--- src/rtl/lin_mode_pkg.sv ---
package lin_mode_pkg;
   typedef enum logic [1:0] {
      LM_RESET   = 2'd0,
      LM_SLEEP   = 2'd1,
      LM_STANDBY = 2'd2,
      LM_NORMAL  = 2'd3
   } lin_mode_e;
endpackage

--- src/rtl/lin_sync.sv ---
module lin_sync #(
   parameter int W       = 1,
   parameter int STAGES  = 2,
   parameter logic [W-1:0] RST_VAL = '0
) (
   input  logic         clk,
   input  logic         rst_n,
   input  logic [W-1:0] d,
   output logic [W-1:0] q
);
   if (STAGES < 2) begin : g_bad_stages
      $error("lin_sync: STAGES must be at least 2");
   end

   logic [W-1:0] stg [STAGES];

   always_ff @(posedge clk or negedge rst_n) begin
      if (!rst_n) begin
         for (int i = 0; i < STAGES; i++) stg[i] <= RST_VAL;
      end else begin
         stg[0] <= d;
         for (int i = 1; i < STAGES; i++) stg[i] <= stg[i-1];
      end
   end

   assign q = stg[STAGES-1];
endmodule

--- src/rtl/lin_hold_filter.sv ---
module lin_hold_filter #(
   parameter int COUNT = 6
) (
   input  logic clk,
   input  logic rst_n,
   input  logic clr,
   input  logic lvl,
   input  logic tick,
   output logic done
);
   localparam int CW = $clog2(COUNT + 1);
   localparam logic [CW-1:0] LIMIT = CW'(COUNT);

   if (COUNT < 1) begin : g_bad_count
      $error("lin_hold_filter: COUNT must be positive");
   end

   logic [CW-1:0] cnt;

   always_ff @(posedge clk or negedge rst_n) begin
      if (!rst_n)                        cnt <= '0;
      else if (clr || !lvl)              cnt <= '0;
      else if (tick && cnt != LIMIT)     cnt <= cnt + 1'b1;
   end

   assign done = (cnt == LIMIT);
endmodule

--- src/rtl/lin_wake_det.sv ---
module lin_wake_det #(
   parameter int WAKE_US = 80
) (
   input  logic clk,
   input  logic rst_n,
   input  logic en,
   input  logic bus,
   input  logic tick,
   output logic wake
);
   logic bus_q;
   logic armed;
   logic long_low;

   always_ff @(posedge clk or negedge rst_n) begin
      if (!rst_n) begin
         bus_q <= 1'b1;
         armed <= 1'b0;
      end else begin
         bus_q <= bus;
         if (!en)                armed <= 1'b0;
         else if (bus_q && !bus) armed <= 1'b1;
         else if (!bus_q && bus) armed <= 1'b0;
      end
   end

   lin_hold_filter #(.COUNT(WAKE_US)) u_low (
      .clk  (clk),
      .rst_n(rst_n),
      .clr  (!en),
      .lvl  (armed && !bus),
      .tick (tick),
      .done (long_low)
   );

   assign wake = en && armed && !bus_q && bus && long_low;
endmodule

--- src/rtl/lin_mode_ctrl.sv ---
module lin_mode_ctrl
   import lin_mode_pkg::*;
#(
   parameter int SYNC_STAGES = 2,
   parameter int GO_NORM_US  = 6,
   parameter int GO_SLEEP_US = 6,
   parameter int WAKE_US     = 80
) (
   input  logic       clk,
   input  logic       rst_n,
   input  logic       us_tick,
   input  logic       pwr_good,
   input  logic       slp_n,
   input  logic       bus_rx,
   output logic       rxd_en,
   output logic       rxd_val,
   output logic       tx_permit,
   output logic [1:0] mode_o
);
   if (WAKE_US <= GO_NORM_US) begin : g_bad_wake
      $error("lin_mode_ctrl: WAKE_US must exceed GO_NORM_US");
   end

   logic [2:0] raw_in, syn_in;
   logic pg_s, slp_s, bus_s;
   logic norm_done, sleep_done, wake_hit;
   lin_mode_e mode_q, mode_d;

   assign raw_in = {pwr_good, slp_n, bus_rx};

   lin_sync #(.W(3), .STAGES(SYNC_STAGES), .RST_VAL(3'b001)) u_sync (
      .clk(clk), .rst_n(rst_n), .d(raw_in), .q(syn_in)
   );
   assign {pg_s, slp_s, bus_s} = syn_in;

   lin_hold_filter #(.COUNT(GO_NORM_US)) u_norm_flt (
      .clk(clk), .rst_n(rst_n),
      .clr(mode_q == LM_RESET || mode_q == LM_NORMAL),
      .lvl(slp_s), .tick(us_tick), .done(norm_done)
   );

   lin_hold_filter #(.COUNT(GO_SLEEP_US)) u_sleep_flt (
      .clk(clk), .rst_n(rst_n),
      .clr(mode_q != LM_NORMAL),
      .lvl(!slp_s), .tick(us_tick), .done(sleep_done)
   );

   lin_wake_det #(.WAKE_US(WAKE_US)) u_wake (
      .clk(clk), .rst_n(rst_n), .en(mode_q == LM_SLEEP),
      .bus(bus_s), .tick(us_tick), .wake(wake_hit)
   );

   always_comb begin
      mode_d = mode_q;
      if (!pg_s) mode_d = LM_RESET;
      else begin
         unique case (mode_q)
            LM_RESET:   mode_d = LM_SLEEP;
            LM_SLEEP:   if (norm_done)     mode_d = LM_NORMAL;
                        else if (wake_hit) mode_d = LM_STANDBY;
            LM_STANDBY: if (norm_done)     mode_d = LM_NORMAL;
            LM_NORMAL:  if (sleep_done)    mode_d = LM_SLEEP;
            default:    mode_d = LM_RESET;
         endcase
      end
   end

   always_ff @(posedge clk or negedge rst_n) begin
      if (!rst_n) mode_q <= LM_RESET;
      else        mode_q <= mode_d;
   end

   always_comb begin
      rxd_en    = 1'b0;
      rxd_val   = 1'b1;
      tx_permit = 1'b0;
      case (mode_q)
         LM_STANDBY: begin rxd_en = 1'b1; rxd_val = 1'b0; end
         LM_NORMAL:  begin rxd_en = 1'b1; rxd_val = bus_s; tx_permit = slp_s; end
         default:    ;
      endcase
   end

   assign mode_o = mode_q;
endmodule

--- config.mk ---
export PLATFORM = sky130hd
export DESIGN_NAME = lin_mode_ctrl
export DESIGN_NICKNAME = d
export VERILOG_FILES = /design/src/rtl/lin_mode_pkg.sv /design/src/rtl/lin_sync.sv /design/src/rtl/lin_hold_filter.sv /design/src/rtl/lin_wake_det.sv /design/src/rtl/lin_mode_ctrl.sv
export SDC_FILE = /design/constraint.sdc
export NUM_CORES = 1
export LEC_CHECK = 0
export ABC_CLOCK_PERIOD_IN_PS = 2250
export BUFFER_PORTS_ARGS = -buffer_cell sky130_fd_sc_hd__buf_2
export CELL_PAD_IN_SITES_DETAIL_PLACEMENT = 0
export CELL_PAD_IN_SITES_GLOBAL_PLACEMENT = 2
export CORE_MARGIN = 5
export CORE_UTILIZATION = 38
export CTS_CLUSTER_DIAMETER = 120
export DETAILED_ROUTE_END_ITERATION = 16
export GPL_ROUTABILITY_DRIVEN = 0
export GPL_TIMING_DRIVEN = 0
export PLACE_DENSITY_LB_ADDON = 0.1
export SLEW_MARGIN = 20
export SYNTH_ARGS = -nofsm -noshare
export SYNTH_HDL_FRONTEND = slang
export SYNTH_SLANG_ARGS = --single-unit
--- constraint.sdc ---
create_clock -name clk -period 2.25 [get_ports clk]
set_clock_uncertainty 0.2 [all_clocks]
set_input_delay 0.1125 -clock clk [delete_from_list [all_inputs] [get_ports clk]]
set_output_delay 0.1125 -clock clk [all_outputs]
set_load 0.02 [all_outputs]
==> results of run 1 <==
-- cell type report --
cell class | count | area share (%)
buffer | 1 | 0.3770
clock buffer | 4 | 1.979
inverter | 7 | 1.979
multi-input combinational | 74 | 41.38
sequential | 23 | 43.64
tap | 33 | 3.110
timing repair buffer | 15 | 7.540
-- worst max-delay path: cells and delay by family (launching register included) --
kind                     cells  cell delay [ns]
AND/OR/NAND/NOR              2             0.45
flip-flops                   1             0.44
AO/OA/AOI/OAI                1             0.22
multiplexers                 1             0.16
adder cells (fa/ha/maj)      1             0.15
buffers and inverters        1             0.10
-- sequential cells by signal, indices dropped and copies added, names as in the netlist --
| register | cells |
|---|---|
| u_wake.bus_q | 1 |
| u_sync.q | 3 |
| mode_o | 2 |
| u_norm_flt.cnt | 3 |
| u_wake.armed | 1 |
| u_sleep_flt.cnt | 3 |
| u_wake.u_low.cnt | 7 |
| u_sync.stg | 3 |
-- how the worst max path moves through the flow --
stage | end | slack (ns) | depth (start not counted)
final | mode_o[0] | 0.41 | 6
after global routing | mode_o[1] | 0.23 | 6
after CTS | mode_o[0] | 0.37 | 6
after detailed placement | mode_o[1] | 0.41 | 6
after global placement | mode_o[0] | 0.42 | 6
after floorplan | mode_o[0] | 0.64 | 5
-- through the flow --
step	instance area, µm²	std cells	hold slack, ns	util, %
after floorplan	1160	105	-0.3831	-
after detailed placement	1251	148	-0.06739	42.02
after CTS	1328	157	0.1078	44.58
after global routing	1328	157	0.1317	44.58
final	1328	157	0.09628	44.58
after global placement	1251	148	-0.07922	42.02
-- layout by cell type, fill, tap and decap left out, types with 2 or more instances in the layout --
master / count
dfrtp_1: 20
buf_2: 11
nor2_1: 11
nand2_1: 11
ha_1: 10
inv_1: 7
mux2i_1: 5
xor2_1: 5
dlygate4sd3_1: 5
nand4_1: 4
a21oi_1: 4
nand2b_1: 3
xnor2_1: 3
clkbuf_4: 3
dfstp_2: 3
nand3_1: 2
o211ai_1: 2
-- kinds of logic (layout without fill, tap and decap cells) --
| family | Yosys count | count (layout) |
|---|---|---|
| and+or+nand+nor | 40 | 40 |
| DFF | 23 | 23 |
| AOI/OAI and AO/OA | 11 | 11 |
| adders and majority gates | 10 | 10 |
| xor gates and xnor gates | 8 | 8 |
| buffers and inverters | 8 | 27 |
| muxes | 5 | 5 |
-- power breakdown --
group / switching [µW] / internal (µW)
Sequential: 24.8 / 444
Combinational: 151 / 129
Clock: 127 / 69.1
Total: 303 / 641
-- per-layer routing --
metal  track usage, %  wire length [µm]  up-vias  part of all wire [%]
met5                0                 0        -                     0
met3            2.564                54        2                   2.6
met4            3.886                15        0                  0.72
li1                 -                 -      395                     -
met2            19.34               969        7                    46
met1            14.76              1048      380                    50
==> qor.csv, run 1 <==
stage;metric;value;unit
status;status;finished clean;
critical_path;r2r-start;u_wake.u_low.cnt[0];
clock_tree;cts_made_buffers;3;
clock_tree;cts_sinks;23;
floorplan;dieHeight;65.25;µm
power;total_power;944.3;µW
power;vdd_drop_max;0.4729;mV
cells_and_area;seq_area;579.3;µm²
synth;synth_edf_count;0;
synth;syn_area;1160;µm²
timing;slew_headroom;64.42;%
timing;layout_setup_ws;0.4055;ns
synth;synth.ff_latch_count;23;
synth;yosysWarnings;0;
placement;dp_hpwl;1534;µm
cells_and_area;multi_input_area;549.3;µm²
detailed_routing;drt-initial-drc-count;10;
synth;syn_nets;121;
global_route;antenna_found_initial;0;
cells_and_area;drive_gt1_share;18.55;%
synth;ys_types;29;
global_route;grt_pass1_vias;858;
clock_tree;post-cts-setup-buffers;0;
critical_path;required;2.24;ns
clock_tree;cts_tree;built;
critical_path;end_kind;flip-flop;
clock_tree;h-tree-depth;1;
critical_path;slowest_stage;dfrtp_1;
critical_path;worstPathMaxFanout;4;
synth;synthMuxAreaShare;4.315;%
clock_tree;cts_root_buffer;clkbuf_4;
synth;synth_top_family_by_area;simple AND/OR/NAND/NOR gates;
timing;max_freq;542.2;MHz
detailed_routing;wl_per_cell;13.31;µm
clock_tree;clock_path_buffers;2;
timing;slew_viol_final;0;
clock_tree;cts.clk_slew.worst_paths;0.14;ns
synth;syn_inst;105;
critical_path;worst-setup-path-type;flip-flop to flip-flop;
synth;synth_simple_gate_area_share;17.69;%
job;maxCapViolCount;0;
floorplan;ios;11;
global_route;gr-total-overflow;0;
detailed_routing;drt_wl_total;2089;µm
synth;yosysSeqAreaShare;49.95;%
critical_path;cp-startpoint;u_wake.u_low.cnt[0];
synth;synth_common_cells;dfrtp_1, nand2_1, nor2_1;
timing;hold_violations;0;
cells_and_area;diodes;0;
critical_path;arrival;1.83;ns
synth;synth_xor_xnor_area_share;6.041;%
detailed_routing;num_vias;784;
synth;avgSynthCellArea;11.05;µm²
critical_path;rr_endpoint;mode_o[0];
hold_path;hp-class;input port to asynchronous set/reset pin;
synth;synth_area_leaders;dfrtp_1, ha_1, dfstp_2, mux2i_1, xor2_1;
synth;async_flop_share;100.0;%
clock_tree;hold_buffers;5;
floorplan;die-area;4257;µm²
critical_path;cp_cell_sequence;inv_1 -> ha_1 -> nand2_1 -> nor4_1 -> o211ai_1 -> mux2i_1;
clock_tree;clkLatencyLatePin;0.31;ns
placement;post-place-ws;0.4146;ns
power;cellLeakagePower;0.0005965;µW
timing;worst_pin_slew;0.5337;ns
global_route;globalRouteTotalUtil;11.59;%
critical_path;r2r_setup_slack;0.41;ns
cells_and_area;fillers;292;
placement;io_buffers;10;
detailed_routing;dr.pass1.iters;4;
critical_path;crit_path_start_kind;flip-flop;
global_route;grt_max_degree;24;
cells_and_area;area_growth;14.45;%
critical_path;ff2ff_path_depth;6;
detailed_routing;via_per_inst;4.994;
floorplan;num_rows;20;
floorplan;start_util;38.95;%
detailed_routing;drc;0;
floorplan;core_area;2978;µm²
floorplan;chipWidth;65.25;µm
detailed_routing;ant_nets;0;
synth;synth_top_area_share;43.15;%
synth;synth_compound_area_share;8.522;%
global_route;grt_pass1_wl;3836;µm
synth;synth_top_cell_by_area;dfrtp_1;
cells_and_area;nNetsFinal;141;
clock_tree;cts_resized;0;
synth;synthAdderAreaFrac;10.79;%
synth;yosys.cell_count.top_type;dfrtp_1;
timing;min_period;1.844;ns
power;powerDensity;711.3;nW/µm²
critical_path;cpPeakStageDelay;0.44;ns
timing;rsz0062_at_grt;no;
timing;setup_viol_count_final;0;
timing;finalSetupTns;0;ns
timing;period_share;81.98;%
synth;synth_ff_type;dfrtp_1;
Note: power is estimated with default switching activity, not from simulation.
==> inputs of run 2 (changes only) <==
--- a/config.mk
+++ b/config.mk
@@ -5,12 +5,13 @@
 export SDC_FILE = /design/constraint.sdc
 export NUM_CORES = 1
 export LEC_CHECK = 0
-export ABC_CLOCK_PERIOD_IN_PS = 2250
+export ABC_AREA = 1
+export ABC_CLOCK_PERIOD_IN_PS = 1500
 export BUFFER_PORTS_ARGS = -buffer_cell sky130_fd_sc_hd__buf_2
 export CELL_PAD_IN_SITES_DETAIL_PLACEMENT = 0
 export CELL_PAD_IN_SITES_GLOBAL_PLACEMENT = 2
 export CORE_MARGIN = 5
-export CORE_UTILIZATION = 38
+export CORE_UTILIZATION = 32
 export CTS_CLUSTER_DIAMETER = 120
 export DETAILED_ROUTE_END_ITERATION = 16
 export GPL_ROUTABILITY_DRIVEN = 0
==> constraint.sdc (replaced) <==
create_clock -name clk -period 1.5 [get_ports clk]
set_clock_uncertainty 0.2 [all_clocks]
set_input_delay 0.075 -clock clk [delete_from_list [all_inputs] [get_ports clk]]
set_output_delay 0.075 -clock clk [all_outputs]
set_load 0.02 [all_outputs]
==> run 2 against run 1 <==
  * The run now ends with setup timing left
  * Setup slack got worse by 0.45 ns
  * Flip-flop and latch count did not move
  * Sequential power rose by 62%
  * Highest routed layer unchanged
==> qor.csv, run 2 <==
stage;metric;value;unit
clock_tree;cts_sinks;23;
job;maxCapViolCount;0;
hold_path;hp-class;input port to asynchronous set/reset pin;
detailed_routing;drc;0;
placement;dp_hpwl;1848;µm
global_route;grt_pass1_vias;1092;
clock_tree;cts_root_buffer;clkbuf_8;
timing;hold_violations;0;
timing;setup_viol_count_final;9;
cells_and_area;fillers;375;
power;powerDensity;1166;nW/µm²
critical_path;r2r-start;mode_o[1];
critical_path;cpPeakStageDelay;0.48;ns
clock_tree;cts_tree;built;
synth;synth_common_cells;nand2_1, inv_1, dfrtp_1;
synth;async_flop_share;100.0;%
critical_path;worstPathMaxFanout;5;
clock_tree;clock_path_buffers;2;
power;p_sw;711.8;µW
cells_and_area;nNetsFinal;196;
synth;syn_nets;164;
global_route;met2_usage;18.74;%
power;clkPwrFrac;19.3;%
timing;slew_viol_final;0;
critical_path;end_kind;output pin;
power;total_power;1997;µW
power;pwr-share-seq;38.0;%
clock_tree;h-tree-depth;1;
critical_path;arrival;1.27;ns
global_route;antenna_found_initial;0;
timing;whs;0.1356;ns
synth;synth_top_cell_by_area;dfrtp_1;
power;combPwrFrac;42.8;%
detailed_routing;num_vias;1037;
critical_path;rr_endpoint;u_wake.u_low.cnt[4];
detailed_routing;drt-initial-drc-count;30;
critical_path;cp_cell_sequence;ha_4 -> clkinv_4 -> nand2_2 -> o21ai_1 -> buf_4;
timing;max_freq;647.4;MHz
critical_path;crit_path_start_kind;flip-flop;
floorplan;die-area;5287;µm²
critical_path;worst-setup-path-type;flip-flop to output pin;
floorplan;start_util;33.62;%
cells_and_area;top_register;u_wake.u_low.cnt;
timing;period_share;103.0;%
timing;rsz0062_at_grt;yes;
cells_and_area;layout_commonest_cell;nand2_1;
status;violations;setup timing;
cells_and_area;largest_reg_flops;7;
floorplan;core_area;3744;µm²
clock_tree;cts.clk_slew.worst_paths;0.08;ns
synth;synth.ff_latch_count;23;
power;cellLeakagePower;0.0007751;µW
global_route;grt_max_degree;24;
detailed_routing;drt_wl_total;2687;µm
synth;yosysSeqAreaShare;46.02;%
clock_tree;clkLatencyLatePin;0.26;ns
critical_path;r2r_setup_slack;-0.03;ns
synth;yosys.cell_count.top_type;nand2_1;
detailed_routing;via_per_inst;4.568;
synth;yosysWarnings;0;
critical_path;slowest_stage;dfrtp_2;
placement;io_buffers;9;
timing;layout_setup_ws;-0.04469;ns
critical_path;crit_end;rxd_val;
global_route;globalRouteTotalUtil;11.54;%
timing;worst_pin_slew;0.5306;ns
critical_path;required;1.22;ns
critical_path;cp-startpoint;mode_o[1];
power;intPower;1285;µW
global_route;met3_usage;2.342;%
cells_and_area;area_growth;36.08;%
detailed_routing;ant_nets;0;
synth;synth_ff_type;dfrtp_1;
synth;synth_edf_count;0;
cells_and_area;final_cell_mix;nand2_1, inv_1, dfrtp_1, nand3_1, buf_4;
synth;synth_area_leaders;dfrtp_1, ha_1, nand2_1, inv_1, dfstp_2;
clock_tree;cts_made_buffers;3;
floorplan;num_rows;22;
floorplan;dieHeight;72.72;µm
detailed_routing;wl_per_cell;11.84;µm
timing;slew_headroom;64.63;%
power;vdd_drop_max;0.4100;mV
power;swShare;35.65;%
synth;syn_area;1259;µm²
floorplan;ios;11;
status;status;complete, but fails checks;
synth;synth_top_area_share;39.76;%
global_route;use_met1;15.42;%
global_route;grt.busiest_layer;met2;
cells_and_area;drive_gt1_share;37.43;%
global_route;gr-total-overflow;0;
synth;ys_types;20;
global_route;grt_pass1_wl;4795;µm
timing;min_period;1.545;ns
critical_path;ff2ff_path_depth;7;
floorplan;chipWidth;72.72;µm
synth;avgSynthCellArea;8.505;µm²
detailed_routing;dr.pass1.iters;4;
cells_and_area;diodes;0;
synth;syn_inst;148;
cells_and_area;final_util;45.76;%
[run 2: cells by family (layout without fill, tap and decap cells)]
kind of cell | after synthesis | count (layout) | share of synthesized area, %
AO/OA/AOI/OAI | 20 | 20 | 9.047
buffers and inverters | 25 | 56 | 7.555
adder cells (fa/ha/maj) | 10 | 10 | 9.940
AND/OR/NAND/NOR | 69 | 69 | 26.74
flip-flops | 23 | 23 | 46.02
XOR/XNOR | 1 | 1 | 0.6960
[run 2: how the worst min path moves through the flow]
stage                             start                   to  cells past startpoint  slack (ns)
after floorplan                   rst_n            mode_o[0]                      0       -0.42
after global placement            rst_n  u_wake.u_low.cnt[0]                      1       -0.11
after detailed placement          rst_n  u_wake.u_low.cnt[1]                      1       -0.11
after CTS                         rst_n  u_wake.u_low.cnt[1]                      2        0.15
after global routing      u_sync.stg[4]          u_sync.q[1]                      0        0.16
final                             rst_n            mode_o[1]                      2        0.14
[run 2: timing repair]
action / 4_1_cts / 5_1_grt
endpoints found under the setup margin: 16 / 17
pin swaps: 9 / 3
buffers inserted: 8 / 5
resized for setup: 24 / 27
hold buffers: 5 / 0
hold endpoints to repair: 27 / 0
[run 2: worst max-delay path, delay by kind of cell (launching register included)]
| family | cells | cell delay [ns] |
|---|---|---|
| adder cells (fa/ha/maj) | 1 | 0.20 |
| AO/OA/AOI/OAI | 1 | 0.07 |
| AND/OR/NAND/NOR | 1 | 0.05 |
| buffers and inverters | 2 | 0.21 |
| flip-flops | 1 | 0.48 |
[run 2: power groups by stage]
stage	logic [µW]	registers [µW]	clock network, µW
global route	951	771	422
detailed placement	517	749	0
floorplan	339	770	0
CTS	735	757	396
finish	854	758	385
global placement	512	745	0
[run 2: area by class of cell]
| type | instances | area, µm² | share of cell area (%) |
|---|---|---|---|
| multi-input combinational | 100 | 703.2 | 41.05 |
| tap | 48 | 60.06 | 3.506 |
| buffer | 1 | 5.005 | 0.2922 |
| timing repair buffer | 27 | 222.7 | 13.00 |
| clock buffer | 4 | 45.04 | 2.630 |
| sequential | 23 | 581.8 | 33.97 |
| inverter | 24 | 95.09 | 5.552 |
[run 2: through the flow]
step / std cells / setup slack [ns] / area (µm²) / TNS, ns
6_report: 227 / -0.04469 / 1713 / -0.1972
5_1_grt: 227 / -0.1494 / 1713 / -1.361
4_1_cts: 222 / -0.05094 / 1604 / -0.2246
3_5_place_dp: 205 / -0.1000 / 1371 / -0.9050
3_3_place_gp: 205 / -0.06634 / 1371 / -0.4032
2_1_floorplan: 148 / 0.004373 / 1266 / 0
[run 2: per-layer routing]
metal	wire (µm)	share of wire [%]
met2	1221	45
met5	0	0
met1	1339	50
met3	108	4.0
met4	19	0.71
